--- src/rtl/tri_level_tag_hier.sv ---
module tri_level_tag_hier #(
  parameter int ADDR_W  = 16,
  parameter int L1_N    = 8,
  parameter int L2_N    = 16,
  parameter int L3_N    = 32,
  parameter int L1_COST = 3,
  parameter int L2_COST = 11,
  parameter int L3_COST = 25,
  parameter int CNT_W   = 32
) (
  input  logic              clk,
  input  logic              rst,
  input  logic              req_valid,
  input  logic [ADDR_W-1:0] req_addr,
  output logic              req_ready,
  output logic              done,
  output logic [1:0]        hit_level,
  output logic [CNT_W-1:0]  l1_acc,
  output logic [CNT_W-1:0]  l1_hit,
  output logic [CNT_W-1:0]  l1_miss,
  output logic [CNT_W-1:0]  l2_acc,
  output logic [CNT_W-1:0]  l2_hit,
  output logic [CNT_W-1:0]  l2_miss,
  output logic [CNT_W-1:0]  l3_acc,
  output logic [CNT_W-1:0]  l3_hit,
  output logic [CNT_W-1:0]  l3_miss,
  output logic [CNT_W-1:0]  cyc_total
);
  localparam int W1 = $clog2(L1_N);
  localparam int W2 = $clog2(L2_N);
  localparam int W3 = $clog2(L3_N);
  localparam logic [CNT_W-1:0] ONE = CNT_W'(1);
  localparam logic [CNT_W-1:0] C1 = CNT_W'(L1_COST);
  localparam logic [CNT_W-1:0] C2 = CNT_W'(L2_COST);
  localparam logic [CNT_W-1:0] C3 = CNT_W'(L3_COST);
  localparam logic [1:0] OP_NONE = 2'd0, OP_TOUCH = 2'd1, OP_INVAL = 2'd2;

  typedef enum logic [2:0] {S_IDLE, S_L1, S_L2, S_L3, S_EVICT, S_INS, S_SPILL, S_DONE} st_t;
  st_t state;

  logic [ADDR_W-1:0] addr_q, vic_q;
  logic [1:0]        lvl_q;

  logic [ADDR_W-1:0] t1 [L1_N];
  logic [ADDR_W-1:0] t2 [L2_N];
  logic [ADDR_W-1:0] t3 [L3_N];
  logic [W1-1:0]     g1 [L1_N];
  logic [W2-1:0]     g2 [L2_N];
  logic [W3-1:0]     g3 [L3_N];
  logic [L1_N-1:0]   v1;
  logic [L2_N-1:0]   v2;
  logic [L3_N-1:0]   v3;

  logic              h1, h2, h3;
  logic [W1-1:0]     hi1, oi1, x1;
  logic [W2-1:0]     hi2, oi2, x2;
  logic [W3-1:0]     hi3, oi3, x3;
  logic [1:0]        op1, op2, op3;
  logic              wr1, wr2, wr3;
  logic [ADDR_W-1:0] key12;

  assign req_ready = (state == S_IDLE);
  assign done      = (state == S_DONE);
  assign hit_level = lvl_q;
  assign key12     = (state == S_EVICT) ? t3[oi3] : addr_q;

  always_comb begin
    h1 = 1'b0; hi1 = '0; oi1 = '0;
    for (int i = 0; i < L1_N; i++) begin
      if (v1[i] && t1[i] == key12) begin h1 = 1'b1; hi1 = W1'(i); end
      if (g1[i] == W1'(L1_N - 1)) oi1 = W1'(i);
    end
  end

  always_comb begin
    h2 = 1'b0; hi2 = '0; oi2 = '0;
    for (int i = 0; i < L2_N; i++) begin
      if (v2[i] && t2[i] == key12) begin h2 = 1'b1; hi2 = W2'(i); end
      if (g2[i] == W2'(L2_N - 1)) oi2 = W2'(i);
    end
  end

  always_comb begin
    h3 = 1'b0; hi3 = '0; oi3 = '0;
    for (int i = 0; i < L3_N; i++) begin
      if (v3[i] && t3[i] == addr_q) begin h3 = 1'b1; hi3 = W3'(i); end
      if (g3[i] == W3'(L3_N - 1)) oi3 = W3'(i);
    end
  end

  always_comb begin
    op1 = OP_NONE; op2 = OP_NONE; op3 = OP_NONE;
    wr1 = 1'b0; wr2 = 1'b0; wr3 = 1'b0;
    x1 = hi1; x2 = hi2; x3 = hi3;
    case (state)
      S_L1: if (h1) begin op1 = OP_TOUCH; op3 = OP_TOUCH; end
      S_L2: if (h2) op2 = OP_INVAL;
      S_EVICT: begin
        op3 = OP_TOUCH; wr3 = 1'b1; x3 = oi3;
        if (v3[oi3]) begin
          if (h1) op1 = OP_INVAL;
          if (h2) op2 = OP_INVAL;
        end
      end
      S_INS: begin
        op1 = OP_TOUCH; wr1 = 1'b1; x1 = oi1;
        op3 = OP_TOUCH;
      end
      S_SPILL: begin op2 = OP_TOUCH; wr2 = 1'b1; x2 = oi2; end
      default: ;
    endcase
  end

  always_ff @(posedge clk) begin
    if (rst) begin
      v1 <= '0;
      for (int i = 0; i < L1_N; i++) begin g1[i] <= W1'(i); t1[i] <= '0; end
    end else if (op1 == OP_TOUCH) begin
      for (int i = 0; i < L1_N; i++)
        if (W1'(i) == x1) g1[i] <= '0;
        else if (g1[i] < g1[x1]) g1[i] <= g1[i] + W1'(1);
      if (wr1) begin t1[x1] <= addr_q; v1[x1] <= 1'b1; end
    end else if (op1 == OP_INVAL) begin
      for (int i = 0; i < L1_N; i++)
        if (W1'(i) == x1) g1[i] <= W1'(L1_N - 1);
        else if (g1[i] > g1[x1]) g1[i] <= g1[i] - W1'(1);
      v1[x1] <= 1'b0;
    end
  end

  always_ff @(posedge clk) begin
    if (rst) begin
      v2 <= '0;
      for (int i = 0; i < L2_N; i++) begin g2[i] <= W2'(i); t2[i] <= '0; end
    end else if (op2 == OP_TOUCH) begin
      for (int i = 0; i < L2_N; i++)
        if (W2'(i) == x2) g2[i] <= '0;
        else if (g2[i] < g2[x2]) g2[i] <= g2[i] + W2'(1);
      if (wr2) begin t2[x2] <= vic_q; v2[x2] <= 1'b1; end
    end else if (op2 == OP_INVAL) begin
      for (int i = 0; i < L2_N; i++)
        if (W2'(i) == x2) g2[i] <= W2'(L2_N - 1);
        else if (g2[i] > g2[x2]) g2[i] <= g2[i] - W2'(1);
      v2[x2] <= 1'b0;
    end
  end

  always_ff @(posedge clk) begin
    if (rst) begin
      v3 <= '0;
      for (int i = 0; i < L3_N; i++) begin g3[i] <= W3'(i); t3[i] <= '0; end
    end else if (op3 == OP_TOUCH) begin
      for (int i = 0; i < L3_N; i++)
        if (W3'(i) == x3) g3[i] <= '0;
        else if (g3[i] < g3[x3]) g3[i] <= g3[i] + W3'(1);
      if (wr3) begin t3[x3] <= addr_q; v3[x3] <= 1'b1; end
    end else if (op3 == OP_INVAL) begin
      for (int i = 0; i < L3_N; i++)
        if (W3'(i) == x3) g3[i] <= W3'(L3_N - 1);
        else if (g3[i] > g3[x3]) g3[i] <= g3[i] - W3'(1);
      v3[x3] <= 1'b0;
    end
  end

  always_ff @(posedge clk) begin
    if (rst) begin
      state <= S_IDLE; addr_q <= '0; vic_q <= '0; lvl_q <= 2'd0;
      l1_acc <= '0; l1_hit <= '0; l1_miss <= '0;
      l2_acc <= '0; l2_hit <= '0; l2_miss <= '0;
      l3_acc <= '0; l3_hit <= '0; l3_miss <= '0;
      cyc_total <= '0;
    end else begin
      case (state)
        S_IDLE: if (req_valid) begin addr_q <= req_addr; state <= S_L1; end
        S_L1: begin
          l1_acc <= l1_acc + ONE; cyc_total <= cyc_total + C1;
          if (h1) begin l1_hit <= l1_hit + ONE; lvl_q <= 2'd0; state <= S_DONE; end
          else begin l1_miss <= l1_miss + ONE; state <= S_L2; end
        end
        S_L2: begin
          l2_acc <= l2_acc + ONE; cyc_total <= cyc_total + C2;
          if (h2) begin l2_hit <= l2_hit + ONE; lvl_q <= 2'd1; state <= S_INS; end
          else begin l2_miss <= l2_miss + ONE; state <= S_L3; end
        end
        S_L3: begin
          l3_acc <= l3_acc + ONE; cyc_total <= cyc_total + C3;
          if (h3) begin l3_hit <= l3_hit + ONE; lvl_q <= 2'd2; state <= S_INS; end
          else begin l3_miss <= l3_miss + ONE; lvl_q <= 2'd3; state <= S_EVICT; end
        end
        S_EVICT: state <= S_INS;
        S_INS: begin
          vic_q <= t1[oi1];
          state <= v1[oi1] ? S_SPILL : S_DONE;
        end
        S_SPILL: state <= S_DONE;
        default: state <= S_IDLE;
      endcase
    end
  end


  done_pulse_chk: assert property (@(posedge clk) disable iff (rst) done |=> !done);


  incl_fill_chk: assert property (@(posedge clk) disable iff (rst) (state == S_INS) |-> h3);


  incl_hit_chk: assert property (@(posedge clk) disable iff (rst) (state == S_L1 && h1) |-> h3);


  excl_chk: assert property (@(posedge clk) disable iff (rst) (state == S_L1 && h1) |-> !h2);


  order_chk: assert property (@(posedge clk) disable iff (rst)
    (state == S_IDLE) |-> (l2_acc == l1_miss && l3_acc == l2_miss));


  sum_chk: assert property (@(posedge clk) disable iff (rst)
    (l1_acc == l1_hit + l1_miss) && (l2_acc == l2_hit + l2_miss) && (l3_acc == l3_hit + l3_miss));


  cost_chk: assert property (@(posedge clk) disable iff (rst)
    (state == S_IDLE) |-> (cyc_total == CNT_W'(l1_acc * C1 + l2_acc * C2 + l3_acc * C3)));
endmodule

--- config.mk ---
export PLATFORM = sky130hd
export DESIGN_NAME = tri_level_tag_hier
export DESIGN_NICKNAME = d
export VERILOG_FILES = /design/src/rtl/tri_level_tag_hier.sv
export SDC_FILE = /design/constraint.sdc
export NUM_CORES = 2
export LEC_CHECK = 0
export ABC_AREA = 1
export ABC_CLOCK_PERIOD_IN_PS = 11700
export BUFFER_PORTS_ARGS = -buffer_cell sky130_fd_sc_hd__buf_4
export CORE_UTILIZATION = 50
export CTS_BUF_LIST = sky130_fd_sc_hd__clkbuf_16
export DETAILED_ROUTE_END_ITERATION = 16
export PLACE_DENSITY = 0.64
export SYNTH_ARGS = -nofsm -noshare
export SYNTH_HDL_FRONTEND = slang
export SYNTH_SLANG_ARGS = --single-unit
--- constraint.sdc ---
create_clock -name clk -period 11.7 [get_ports clk]
set_input_delay 1.755 -clock clk [delete_from_list [all_inputs] [get_ports clk]]
set_output_delay 1.755 -clock clk [all_outputs]
set_load 0.005 [all_outputs]
# Word level (Yosys, flattened, before mapping)
# Memory sizes are Yosys's and may differ from the RTL's. A register that Yosys moved wholly into a read port is not among the register bits.
# Index checks and enable logic that the tools add are counted.
[op_classes] mux=1518 eq_ne=181 bitwise_logic=236 n_addsub=124 n_lt_le_gt_ge=120 reduce_logical=82
[ops] cell="$mux 1" count=1155
[ops] cell="$mux 5" count=190
[ops] cell="$eq 16x16->1" count=56
[ops] cell="$mux 4" count=94
[ops] cell="$add 32x1->32 const B" count=9
[ops] cell="$or 1x1->1" count=224
[ops] cell="$add 5x1->5 const B" count=32
[ops] cell="$gt 5x5->1" count=32
[ops] cell="$lt 5x5->1" count=32
[ops] cell="$sub 5x1->5 const B" count=32
[ops] cell="$eq 5x5->1 const B" count=31
[ops] cell="$mux 3" count=49
[ops] cell="$mux 16" count=7
[ops] cell="$mux 32" count=3
[ops] cell="$pmux 32 s3" count=1
[ops] cell="$eq 5x5->1 const A" count=16
[ops] cell="$add 4x1->4 const B" count=16
[ops] cell="$gt 4x4->1" count=16
[ops] cell="$lt 4x4->1" count=16
[ops] cell="$sub 4x1->4 const B" count=16
[ops] cell="$eq 4x4->1 const B" count=15
[ops] cell="$logic_and 1x1->1" count=59
[ops] cell="$reduce_or 16->1" count=3
[ops] cell="$eq 4x5->1 const A" count=8
[ops] cell="other kinds (57)" count=149
[word_totals] ramBits=1144 in_bits=19 out_inout_bits=324 memories=6 regBits=397 wordCells=2283
[mem_list] name="t3" depth=32 word_bits=16 read_ports=33 rd_clocked_by_memory_dff=0 write_ports=32 line_no="46" rtl="logic [ADDR_W-1:0] t3 [L3_N];"
[mem_list] name="t2" depth=16 word_bits=16 read_ports=16 rd_clocked_by_memory_dff=0 write_ports=16 line_no="45" rtl="logic [ADDR_W-1:0] t2 [L2_N];"
[mem_list] name="g3" depth=32 word_bits=5 read_ports=33 rd_clocked_by_memory_dff=0 write_ports=32 line_no="49" rtl="logic [W3-1:0] g3 [L3_N];"
[mem_list] name="t1" depth=8 word_bits=16 read_ports=9 rd_clocked_by_memory_dff=1 write_ports=8 line_no="44" rtl="logic [ADDR_W-1:0] t1 [L1_N];"
[mem_list] name="g2" depth=16 word_bits=4 read_ports=17 rd_clocked_by_memory_dff=0 write_ports=16 line_no="48" rtl="logic [W2-1:0] g2 [L2_N];"
[mem_list] name="g1" depth=8 word_bits=3 read_ports=9 rd_clocked_by_memory_dff=0 write_ports=8 line_no="47" rtl="logic [W1-1:0] g1 [L1_N];"

# Longest topological paths before layout
# An unclocked memory read counts as a cell.
[logic_depth] ltp_word=64 ltp_mapped=88 ltp_nobuf=84

# Worst setup path after synthesis
# OpenSTA, ideal clock, no wires.
[synth_timing] path_kind="reg-to-reg" from="mem g3[2][0] in the netlist's numbering" to="mem g2[6][0] in the netlist's numbering (enable)" arrival_time_ps=7047 stages_incl_launch_ff=83 synth_period_minus_slack_ps=7348 setup_time_ps=301 slack_ps=4352 required_ps=11399 n_path_buf=5 cell_sequence="edfxtp_1 -> ha_1 -> nand2_1 -> nor2_1 -> ha_1 -> inv_1 -> nand2_1 -> nand2_1 -> nand2_1 -> nand2_1 -> nand2_1 -> nand2_1 -> nand2_1 -> nand2_1 -> nand2_1 -> nand2_1 -> nand2_1 -> nand2_1 -> (+47 left out) -> nand2_1 -> nand2_1 -> buf_4 -> nand2_4 -> clkbuf_1 -> nand3_1 -> o21ai_0 -> o21ai_0 -> nand2_1 -> nor2_1 -> ha_1 -> nand2_1 -> o21bai_1 -> nand2_1 -> o21ai_0 -> nor2_1 -> o21ai_0 -> nand4_1"
[synth_rtl] element="start, declared" line_no="49"
[synth_rtl] element="end, declared" line_no="48"

==> impl_results.md <==
* Status: finished clean
* Drc violations at 0
* Post-route ant nets at 0
* Switching portion of total power at 0.3190
* Yosys warning total at 0
* MaxCap Viol Count at 0
* Via count at just under 100k
* Hold buffers post-CTS at 0
* Multiplexer share of the synthesized area at 0
* Final Hold Vio Count at 0
* Filler Cell Count at 18330
* Critical path class: reg -> reg
* Die width at 446.8 um
* Worst hold path class: reg -> reg
* Max Clock Skew at approximately 38 ps
* Register area at approximately 43000 um2
* Yosys cell types at 82
* Port buffer count at 342
* Slowest CP cell: nand3_2
* Drt wl/cell at roughly 26 um
* Clock buffer count from CTS at ~180
* Part of the power in registers at 0.425
* Detailed Route Iter0 Violations at approximately 13000
* Core Area at approximately 200000 um2
* Setup TNS at 0 ps
* CTS Sinks at roughly 1600
* Maximum achievable frequency at slightly above 90 MHz
* Slew @ Worst Pin at about 1300 ps
* # IOs at between 300 and 400
* Final min period at 10780 ps
* Clk slew on worst S/H paths at about 60 ps
* Commonest non-fill, non-tap cell in the layout: nand2_1
* Clk pwr share at 0.389
* Yosys reg bits at roughly 1600
* Total grt overflow at 0
* Clock H-tree levels at 4
* Initial Util at 0.5052
* Gate Count Post-Synth at between 10000 and 15000
* Most frequent cells in the layout: nand2_1, nor2_1, inv_1
* Met2 routed WL at about 170000 um
* NetSw at about 4700 uW
* DR WL met3 at roughly 52000 um
* Leak Pwr at 0.04491 uW
* Max incr delay on CP at 650 ps
* Post-Route WL at just over 400000 um
* Async SR Flop Fraction at 0
* Largest family of logic cells by synthesized area: simple AND/OR/NAND/NOR gates
* Hpwl dp at approximately 290000 um
* Initial antenna violation count at 11
* Number of global-route vias before repair at slightly above 90000
* Post-Synth Simple-Gate Area at 0.3143
* Post-Syn Nets at 13230
* Peak supply drop at 0.1674 mV
* Post-DR vias/cell at just over 6
* CP most frequent cell: nand2_1
* Syn Area/Cell at between 7 and 8 um2
* Count of final setup violators at 0
* Routability cong. at about 1.1
* Final Non-Filler Cells at 15790
* Post-Route Utilization at 0.5617
* Global-route wire length before repair at 591900 um
* Family with the most delay on the worst path: simple AND/OR/NAND/NOR gates
* Post-synth EDFFs at 1144
* CP startpoint kind: register
* Layout cells sized above 1 at 0.09125
* Worst endpoint data arrival time at around 11000 ps
* DIE HEIGHT at about 450 um
* CTS tree: built
* Synth-to-Final Area Change at 11.19%
* FF-to-FF Start: g3[1][0]
* Rel. slew slack at 0.1078
* Worst setup path startpoint: g3[1][0]
* Sequential share of the synthesized area at 0.4309
* CTS root buffer: clkbuf_16
* Logic pwr share at 0.186
* Ys flop type: edfxtp_1
* Multi-input combinational cell area at between 40000 and 50000 um2
* Synthesized-area fraction occupied by adder cells at 0.04384
* Pint at a little over 10000 uW
* Worst Path Max Fanout at approximately 110
* CP Capture Type: register
* Metal-1 WL at 163800 um
* Worst EP required at about 12000 ps
* Synthesized area at 98910 um2
* Top sig layer: met5
* DP Cell Count at approximately 15000
* Die Area at roughly 200000 um2
* Power density over the cells at ~130 nW/um2
* CP Buf/Inv Count at 5
* Largest net degree at the start of global routing at between 150 and 200
* Crit share post-route at 0.9211
* Synth Area in Compound Gates at 0.1016
* CTS Buffer Depth at 3
* # rows at 162
* Pre-antenna DRT Iters at 14
* RSZ-0062 raised after global routing: false
* GRT Util Overall at 0.3959
* Slew Viols, Final at 0
* Synth Area in XOR/XNOR at 0.03241
* CTS resizes at 0
* Hold_sp: cyc_total[31]
* Worst-Skew Late Latency at around 860 ps
* Nets@finish at ~13000
* Post-CTS Setup Bufs at 0
## synth_stat cells (29+ instances only)
master     count  share of area
buf_1         53         0.0020
inv_2         40         0.0015
o21ai_1       48         0.0024
clkbuf_1     369          0.014
nand2_1     2536          0.096
o22ai_1      203          0.013
o2111ai_1     46         0.0041
nor3_1       233          0.012
edfxtp_1    1144           0.35
o21a_1        29         0.0022
o21ai_0      699          0.035
o211ai_1      63         0.0048
clkinv_1      29         0.0011
buf_6         55         0.0063
a21oi_1      407          0.021
and3_1        29         0.0018
nand4_1      378          0.024
buf_2        137         0.0069
nor4_1       166          0.010
dfxtp_1      413          0.084
or2_1         62         0.0039
nand3_1     1153          0.058
xor2_1       235          0.021
a31oi_1       31         0.0020
inv_1       1131          0.043
nor2_1      2087          0.079
nor3b_1       71         0.0054
or2_2        140         0.0089
a211oi_1      37         0.0028
nand2_2       35         0.0022
xnor2_1      131          0.012
nand3b_1      31         0.0024
a2111oi_0     37         0.0033
ha_1         345          0.044
## logic make-up (layout without fill, tap and decap cells)
logic type,after synthesis,after routing
xor+xnor,366,366
flops,1557,1557
buf+inv,1839,2134
compound gates,1727,1727
fa+ha+maj,346,346
simple gates,7031,7031
other cells,0,7
## flip-flops by register name, summed over array words and instances, names as in the netlist, 3 cells and up, named ones only
name       count
g2            64
l3_hit        32
l2_hit        32
g3           160
g1            24
l2_acc        32
t1           128
cyc_total     32
vic_q         16
l1_hit        32
t2           256
l1_miss       32
t3           512
l3_acc        32
l2_miss       32
addr_q        16
l1_acc        32
l3_miss       32
state          3
v3            32
## final timing paths
| kind | endpoint | cells after the start | slack, ps |
|---|---|---|---|
| min reg2reg | cyc_total[31] | 1 | 460 |
| min | cyc_total[31] | 1 | 460 |
| max | g2[4][3] | 79 | 920 |
| max reg2reg | g2[4][3] | 79 | 920 |
## layout make-up
type | instances | area share
Tap cell | 2624 | 0.02985
Multi-Input combinational cell | 9470 | 0.4442
Inverter | 1201 | 0.04142
Clock buffer | 189 | 0.04300
Timing Repair Buffer | 588 | 0.04284
Antenna cell | 7 | 0.0001593
Sequential cell | 1557 | 0.3877
Clock inverter | 156 | 0.01084
## layer usage
layer | vias to the layer above | global-route usage
met5 | - | 0
met1 | 46650 | 0.5408
li1 | 44170 | -
met2 | 6164 | 0.5832
met4 | 10 | 0.1745
met3 | 1135 | 0.1090
## through the flow
step	power, uW	setup slack [ps]	hold WS, ps	cell area, um2
after global placement	8984	774.2	443.3	104000
after detailed placement	9004	958.2	448.4	104000
after global routing	15160	114.1	490.7	110000
final	14770	922.7	457.1	110000
after CTS	14670	896.5	459.2	109900
after floorplan	7999	4352	434.6	98910
## power by group through the flow
stage | registers, uW | clock network, uW | logic [uW]
2_1_floorplan | 6280 | 0 | 1720
3_3_place_gp | 6380 | 0 | 2600
3_5_place_dp | 6380 | 0 | 2620
4_1_cts | 6270 | 5770 | 2630
5_1_grt | 6290 | 5970 | 2900
6_report | 6280 | 5750 | 2740
(Power assumes the default switching activity.)
